[src/rtl/mcc_pkg.sv]
package mcc_pkg;

    localparam int STATE_W = 4;
    localparam int OP_W    = 6;
    localparam int CAUSE_W = 5;

    typedef enum logic [STATE_W-1:0] {
        ST_FETCH    = 4'b0000,
        ST_DECODE   = 4'b0001,
        ST_BR       = 4'b0010,
        ST_R_EX     = 4'b0100,
        ST_R_WB     = 4'b0101,
        ST_ORI_EX   = 4'b0110,
        ST_ORI_WB   = 4'b0111,
        ST_LD_ADDR  = 4'b1000,
        ST_LD_MEM   = 4'b1001,
        ST_LD_WB    = 4'b1010,
        ST_ST_ADDR  = 4'b1011,
        ST_ST_MEM   = 4'b1100,
        ST_TRAP_OP  = 4'b1101,
        ST_TRAP_OVF = 4'b1110
    } state_e;

    localparam logic [OP_W-1:0] OPC_RTYPE = 6'b000000;
    localparam logic [OP_W-1:0] OPC_ORI   = 6'b001101;
    localparam logic [OP_W-1:0] OPC_LOAD  = 6'b100011;
    localparam logic [OP_W-1:0] OPC_STORE = 6'b101011;
    localparam logic [OP_W-1:0] OPC_BEQ   = 6'b000100;

    typedef enum logic [1:0] {
        ALU_ADD   = 2'b00,
        ALU_SUB   = 2'b01,
        ALU_FUNCT = 2'b10,
        ALU_OR    = 2'b11
    } alu_op_e;

    typedef enum logic [2:0] {
        SRCB_REG    = 3'b000,
        SRCB_FOUR   = 3'b001,
        SRCB_SEXT   = 3'b010,
        SRCB_BRANCH = 3'b011,
        SRCB_ZEXT   = 3'b100
    } srcb_e;

    typedef enum logic [1:0] {
        PCS_ALU    = 2'b00,
        PCS_TARGET = 2'b01,
        PCS_VECTOR = 2'b10,
        PCS_RSVD   = 2'b11
    } pcsrc_e;

    typedef struct packed {
        logic               ir_write;
        logic               mem_read;
        logic               mem_write;
        logic               iord;
        logic               pc_write;
        logic               pc_write_cond;
        pcsrc_e             pc_source;
        logic               alu_src_a;
        srcb_e              alu_src_b;
        alu_op_e            alu_op;
        logic               reg_write;
        logic               reg_dst;
        logic               mem_to_reg;
        logic               epc_write;
        logic               cause_write;
        logic [CAUSE_W-1:0] cause_code;
    } ctrl_t;

endpackage

[src/rtl/mcc_next_state.sv]
module mcc_next_state
    import mcc_pkg::*;
(
    input  state_e            cur,
    input  logic [OP_W-1:0]   opcode,
    input  logic              overflow,
    output state_e            nxt
);

    always_comb begin
        nxt = ST_FETCH;
        unique case (cur)
            ST_FETCH:   nxt = ST_DECODE;
            ST_DECODE: begin
                case (opcode)
                    OPC_RTYPE: nxt = ST_R_EX;
                    OPC_ORI:   nxt = ST_ORI_EX;
                    OPC_LOAD:  nxt = ST_LD_ADDR;
                    OPC_STORE: nxt = ST_ST_ADDR;
                    OPC_BEQ:   nxt = ST_BR;
                    default:   nxt = ST_TRAP_OP;
                endcase
            end
            ST_R_EX:    nxt = overflow ? ST_TRAP_OVF : ST_R_WB;
            ST_ORI_EX:  nxt = ST_ORI_WB;
            ST_LD_ADDR: nxt = ST_LD_MEM;
            ST_LD_MEM:  nxt = ST_LD_WB;
            ST_ST_ADDR: nxt = ST_ST_MEM;
            default:    nxt = ST_FETCH;
        endcase
    end

endmodule

[src/rtl/mcc_out_decode.sv]
module mcc_out_decode
    import mcc_pkg::*;
#(
    parameter logic [CAUSE_W-1:0] CAUSE_UNDEF = 5'd10,
    parameter logic [CAUSE_W-1:0] CAUSE_OVF   = 5'd12
) (
    input  state_e cur,
    output ctrl_t  ctl
);

    always_comb begin
        ctl = '0;
        case (cur)
            ST_FETCH: begin
                ctl.mem_read  = 1'b1;
                ctl.ir_write  = 1'b1;
                ctl.alu_src_a = 1'b0;
                ctl.alu_src_b = SRCB_FOUR;
                ctl.alu_op    = ALU_ADD;
                ctl.pc_write  = 1'b1;
                ctl.pc_source = PCS_ALU;
            end
            ST_DECODE: begin
                ctl.alu_src_b = SRCB_BRANCH;
                ctl.alu_op    = ALU_ADD;
            end
            ST_R_EX: begin
                ctl.alu_src_a = 1'b1;
                ctl.alu_src_b = SRCB_REG;
                ctl.alu_op    = ALU_FUNCT;
            end
            ST_R_WB: begin
                ctl.reg_write = 1'b1;
                ctl.reg_dst   = 1'b1;
            end
            ST_ORI_EX: begin
                ctl.alu_src_a = 1'b1;
                ctl.alu_src_b = SRCB_ZEXT;
                ctl.alu_op    = ALU_OR;
            end
            ST_ORI_WB: begin
                ctl.reg_write = 1'b1;
            end
            ST_LD_ADDR, ST_ST_ADDR: begin
                ctl.alu_src_a = 1'b1;
                ctl.alu_src_b = SRCB_SEXT;
                ctl.alu_op    = ALU_ADD;
            end
            ST_LD_MEM: begin
                ctl.mem_read = 1'b1;
                ctl.iord     = 1'b1;
            end
            ST_LD_WB: begin
                ctl.reg_write  = 1'b1;
                ctl.mem_to_reg = 1'b1;
            end
            ST_ST_MEM: begin
                ctl.mem_write = 1'b1;
                ctl.iord      = 1'b1;
            end
            ST_BR: begin
                ctl.alu_src_a     = 1'b1;
                ctl.alu_src_b     = SRCB_REG;
                ctl.alu_op        = ALU_SUB;
                ctl.pc_write_cond = 1'b1;
                ctl.pc_source     = PCS_TARGET;
            end
            ST_TRAP_OP, ST_TRAP_OVF: begin
                ctl.alu_src_a   = 1'b0;
                ctl.alu_src_b   = SRCB_FOUR;
                ctl.alu_op      = ALU_SUB;
                ctl.epc_write   = 1'b1;
                ctl.cause_write = 1'b1;
                ctl.cause_code  = (cur == ST_TRAP_OP) ? CAUSE_UNDEF : CAUSE_OVF;
                ctl.pc_write    = 1'b1;
                ctl.pc_source   = PCS_VECTOR;
            end
            default: ctl = '0;
        endcase
    end

endmodule

[src/rtl/mc_ctrl_fsm.sv]
module mc_ctrl_fsm
    import mcc_pkg::*;
#(
    parameter int                 ADDR_W       = 32,
    parameter logic [ADDR_W-1:0]  HANDLER_ADDR = 32'h8000_0180,
    parameter logic [CAUSE_W-1:0] CAUSE_UNDEF  = 5'd10,
    parameter logic [CAUSE_W-1:0] CAUSE_OVF    = 5'd12
) (
    input  logic               clk,
    input  logic               rst_n,
    input  logic [OP_W-1:0]    opcode,
    input  logic               zero,
    input  logic               overflow,
    output logic [STATE_W-1:0] state_o,
    output logic               ir_write,
    output logic               mem_read,
    output logic               mem_write,
    output logic               iord,
    output logic               pc_en,
    output logic [1:0]         pc_source,
    output logic               alu_src_a,
    output logic [2:0]         alu_src_b,
    output logic [1:0]         alu_op,
    output logic               reg_write,
    output logic               reg_dst,
    output logic               mem_to_reg,
    output logic               epc_write,
    output logic               cause_write,
    output logic [CAUSE_W-1:0] cause_code,
    output logic [ADDR_W-1:0]  handler_addr
);

    typedef struct packed {
        state_e state;
    } seq_t;

    seq_t   seq_d, seq_q;
    state_e nxt_state;
    ctrl_t  ctl;

    mcc_next_state u_next (
        .cur      (seq_q.state),
        .opcode   (opcode),
        .overflow (overflow),
        .nxt      (nxt_state)
    );

    mcc_out_decode #(
        .CAUSE_UNDEF (CAUSE_UNDEF),
        .CAUSE_OVF   (CAUSE_OVF)
    ) u_out (
        .cur (seq_q.state),
        .ctl (ctl)
    );

    always_comb begin
        seq_d       = seq_q;
        seq_d.state = nxt_state;
    end

    always_ff @(posedge clk or negedge rst_n) begin
        if (!rst_n) begin
            seq_q.state <= ST_FETCH;
        end else begin
            seq_q <= seq_d;
        end
    end

    assign state_o      = seq_q.state;
    assign ir_write     = ctl.ir_write;
    assign mem_read     = ctl.mem_read;
    assign mem_write    = ctl.mem_write;
    assign iord         = ctl.iord;
    assign pc_en        = ctl.pc_write | (ctl.pc_write_cond & zero);
    assign pc_source    = ctl.pc_source;
    assign alu_src_a    = ctl.alu_src_a;
    assign alu_src_b    = ctl.alu_src_b;
    assign alu_op       = ctl.alu_op;
    assign reg_write    = ctl.reg_write;
    assign reg_dst      = ctl.reg_dst;
    assign mem_to_reg   = ctl.mem_to_reg;
    assign epc_write    = ctl.epc_write;
    assign cause_write  = ctl.cause_write;
    assign cause_code   = ctl.cause_code;
    assign handler_addr = HANDLER_ADDR;

endmodule

[config.mk]
export PLATFORM = sky130hd
export DESIGN_NAME = mc_ctrl_fsm
export DESIGN_NICKNAME = d
export VERILOG_FILES = /design/src/rtl/mcc_pkg.sv /design/src/rtl/mcc_next_state.sv /design/src/rtl/mcc_out_decode.sv /design/src/rtl/mc_ctrl_fsm.sv
export SDC_FILE = /design/constraint.sdc
export NUM_CORES = 1
export LEC_CHECK = 0
export BUFFER_PORTS_ARGS = -buffer_cell sky130_fd_sc_hd__buf_2
export CORE_ASPECT_RATIO = 1.1
export CORE_MARGIN = 10
export CORE_UTILIZATION = 42
export DETAILED_ROUTE_END_ITERATION = 8
export GPL_TIMING_DRIVEN = 0
export HOLD_SLACK_MARGIN = 0.1
export PLACE_DENSITY = 0.9
export REMOVE_ABC_BUFFERS = 1
export SLEW_MARGIN = 40
export SYNTH_ARGS = -nofsm -noshare
export SYNTH_HDL_FRONTEND = slang
export SYNTH_SLANG_ARGS = --single-unit
[constraint.sdc]
create_clock -name clk -period 3.01 [get_ports clk]
set_input_delay 0.602 -clock clk [delete_from_list [all_inputs] [get_ports clk]]
set_output_delay 0.602 -clock clk [all_outputs]
set_load 0.01 [all_outputs]
==> flow_summary_export.csv <==
group,metric,value,unit
power,power_leakage,0.499,nW
floorplanning,number_of_i_o_pins,69,
setup_path,worst-endpoint-required,2.41,ns
sta,relative_max_transition_margin,0.599,
cts,worst_setup_hold_path_clk_slew,0.04,ns
yosys,synth.ff_latch_count,4,
power,pwr_density_cell,831,mW/mm2
layout,layout-area-overhead-vs-synth,3.57,%
detailed_routing,wl,2190,um
yosys,synth.area.top_cells,"sky130_fd_sc_hd__buf_4, sky130_fd_sc_hd__dfrtp_1, sky130_fd_sc_hd__buf_2",
yosys,syn-mean-instance-area,7.51,um2
sta,rsz_0062_raised_after_global_routing,"false",
setup_path,critical_path_source,"state_o[0]$_DFF_PN0_",
power,total_power,0.724,mW
cts,cts_post_setup_buffers_inserted,0,
layout,final_cell_area_excluding_filler_cells,871,um2
cts,cts_root_buffer,"sky130_fd_sc_hd__clkbuf_4",
sta,slew_violations,0,
flow_run,maxCapViolCount,0,
place,dpl_cell_area,848,um2
yosys,post-synth-top-count-cell,"sky130_fd_sc_hd__buf_4",
worst_hold_path,min-delay-path-class,"input pin to async pin",
yosys,yosys.cell_types.count,37,
detailed_routing,via_count,764,
cts,clock_latency,0.24,ns
floorplanning,die_width,62.7,um
cts,clock_tree.buffer_depth,2,
floorplanning,floorplan.initialDensity,0.457,
global_route,antenna_violations_before_repair,0,
cts,tritoncts.num_buffers,3,
floorplanning,chipHeight,66.9,um
setup_path,crit_end,"pc_en",
setup_path,worst_r2r_startpoint,"state_o[0]$_DFF_PN0_",
detailed_routing,firstDrtPassIters,4,
global_route,global_route.overflow_total,0,
cts,h-tree-depth,1,
setup_path,crit-reg2reg-capture,"state_o[2]$_DFF_PN0_",
sta,final-setup-viol-count,0,
global_route,groute.usage.overall,0.0974,
sta,final_period_minus_worst_setup_slack,2.28,ns
sta,clock.fmax,0.439,GHz
yosys,post_synth_inst_count,112,
setup_path,criticalPathCategory,"flip-flop to primary output",
floorplanning,floorplan.core_area,0.00184,mm2
setup_path,critPathMaxFanout,19,
global_route,grt_pass1_vias,796,
setup_path,worstSetupStartpointType,"flip-flop",
place,io_buffers,34,
power,max-vdd-ir-drop,416,uV
sta,timing.setup.tns,0,ns
detailed_routing,drt-initial-drc-count,13,
outcome,status,"finished clean",
yosys,synth_area,841,um2
yosys,synth_enable_flop_cells,0,
yosys,synth_largest_type_area_fraction,0.321,
setup_path,worst_ep_arrival_time,1.68,ns
global_route,first_pass_grt_wire_length,3350,um
setup_path,worst-r2r-cell-count,3,
yosys,ys_async_sr_fraction,1.00,
detailed_routing,viasPerCell,4.66,
yosys,synth.yosys.warnings,0,
setup_path,reg2reg_setup_slack,1.49,ns
cts,cts_hold_repair.buffers,0,
yosys,netlist_top_cells_count,"sky130_fd_sc_hd__buf_4, sky130_fd_sc_hd__buf_2, sky130_fd_sc_hd__nand2b_1, sky130_fd_sc_hd__nor2_1",
detailed_routing,routedWlPerCell,13.4,um
floorplanning,dieArea,0.00419,mm2
cts,clock_tree_from_tritoncts,"built",
detailed_routing,ant_nets,0,
floorplanning,std_cell_rows,16,
detailed_routing,post-route-drc-count,0,
place,place_inst,161,
sta,timing.final.hold_violations,0,
sta,final_min_period_over_clock_period,0.757,
global_route,largest_net_degree_at_the_start_of_global_routing,21,
setup_path,end_kind,"primary output",
layout,largest_register_ffs,4,
sta,clock_skew,0.00104,ns
cts,clkSinkCount,4,
yosys,synth-seq-area-share,0.119,
layout,post_route_cells_drive_above_1_share,0.299,
layout,final_net_count,149,
place,dp_hpwl,1830,um
sta,actual_slew_at_the_worst_max_slew_pin,0.601,ns
cts,cts-resized-gates,0,
layout,final_cell_count_no_fill,164,
yosys,synthFlopType,"sky130_fd_sc_hd__dfrtp_1",
layout,insertedDiodeCount,0,
place,gpl.final_weighted_congestion,0.792,
yosys,yosys.area.top_type,"sky130_fd_sc_hd__buf_4",
-- power by group --
group          leakage (nW)  internal, mW  switching, mW
registers            0.0485        0.0752          0.109
logic                 0.436         0.214          0.258
clock network        0.0138        0.0447         0.0228
-- stage by stage --
step	utilization	hold WS, ns	setup WS (ns)
after floorplan	-	0.306	1.12
after global placement	0.461	0.403	1.03
after detailed placement	0.461	0.410	0.978
after CTS	0.473	0.161	0.710
after global routing	0.473	0.168	0.602
final	0.473	0.161	0.732
-- critical path, stage by stage, from the launching register on --
cell and delay, ns:
sky130_fd_sc_hd__dfrtp_1 0.72, sky130_fd_sc_hd__xor2_1 0.25, sky130_fd_sc_hd__nand3_1 0.17, sky130_fd_sc_hd__o41ai_1 0.11, sky130_fd_sc_hd__buf_2 0.19
-- cell type report --
| type | count | area [um2] |
|---|---|---|
| Clock buffer | 3 | 22.5 |
| Fill cell | 197 | 971 |
| Timing Repair Buffer | 34 | 170 |
| Tap cell | 27 | 33.8 |
| Inverter | 4 | 15.0 |
| Sequential cell | 4 | 100 |
| Multi-Input combinational cell | 92 | 529 |
-- cells by family (layout without fill, tap and decap cells) --
kind of cell | count (synthesis) | in the layout | share of synthesized area
other cells | 2 | 34 | 0.00893
xor+xnor | 4 | 4 | 0.0417
simple gates | 37 | 37 | 0.268
flops | 4 | 4 | 0.119
buf+inv | 48 | 41 | 0.394
compound gates | 17 | 17 | 0.168
-- routing by layer --
| metal | part of all wire | up-vias | track usage |
|---|---|---|---|
| met5 | 0 | - | 0 |
| met4 | 0.013 | 0 | 0.0503 |
| met3 | 0.13 | 6 | 0.0635 |
| met2 | 0.45 | 56 | 0.163 |
| met1 | 0.40 | 343 | 0.0918 |
| li1 | - | 359 | - |
-- placed cells by master (no fill, tap or decap), types with 3 or more instances in the layout --
master,count
sky130_fd_sc_hd__nand2_1,3
sky130_fd_sc_hd__clkbuf_4,3
sky130_fd_sc_hd__nor2b_1,4
sky130_fd_sc_hd__conb_1,34
sky130_fd_sc_hd__nor3b_1,3
sky130_fd_sc_hd__inv_1,4
sky130_fd_sc_hd__o22ai_1,3
sky130_fd_sc_hd__dfrtp_1,4
sky130_fd_sc_hd__xor2_1,3
sky130_fd_sc_hd__buf_2,34
sky130_fd_sc_hd__nor3_1,4
sky130_fd_sc_hd__nand2b_1,5
sky130_fd_sc_hd__nor2_1,5
-- how the worst min path moves through the flow --
stage                     depth (start not counted)              endpoint  start  slack [ns]
final                                             1  state_o[3]$_DFF_PN0_  rst_n        0.16
after floorplan                                   0  state_o[0]$_DFF_PN0_  rst_n        0.31
after global placement                            1  state_o[0]$_DFF_PN0_  rst_n        0.40
after CTS                                         1  state_o[0]$_DFF_PN0_  rst_n        0.16
after detailed placement                          1  state_o[0]$_DFF_PN0_  rst_n        0.41
after global routing                              1  state_o[0]$_DFF_PN0_  rst_n        0.17
(Power assumes the default switching activity.)
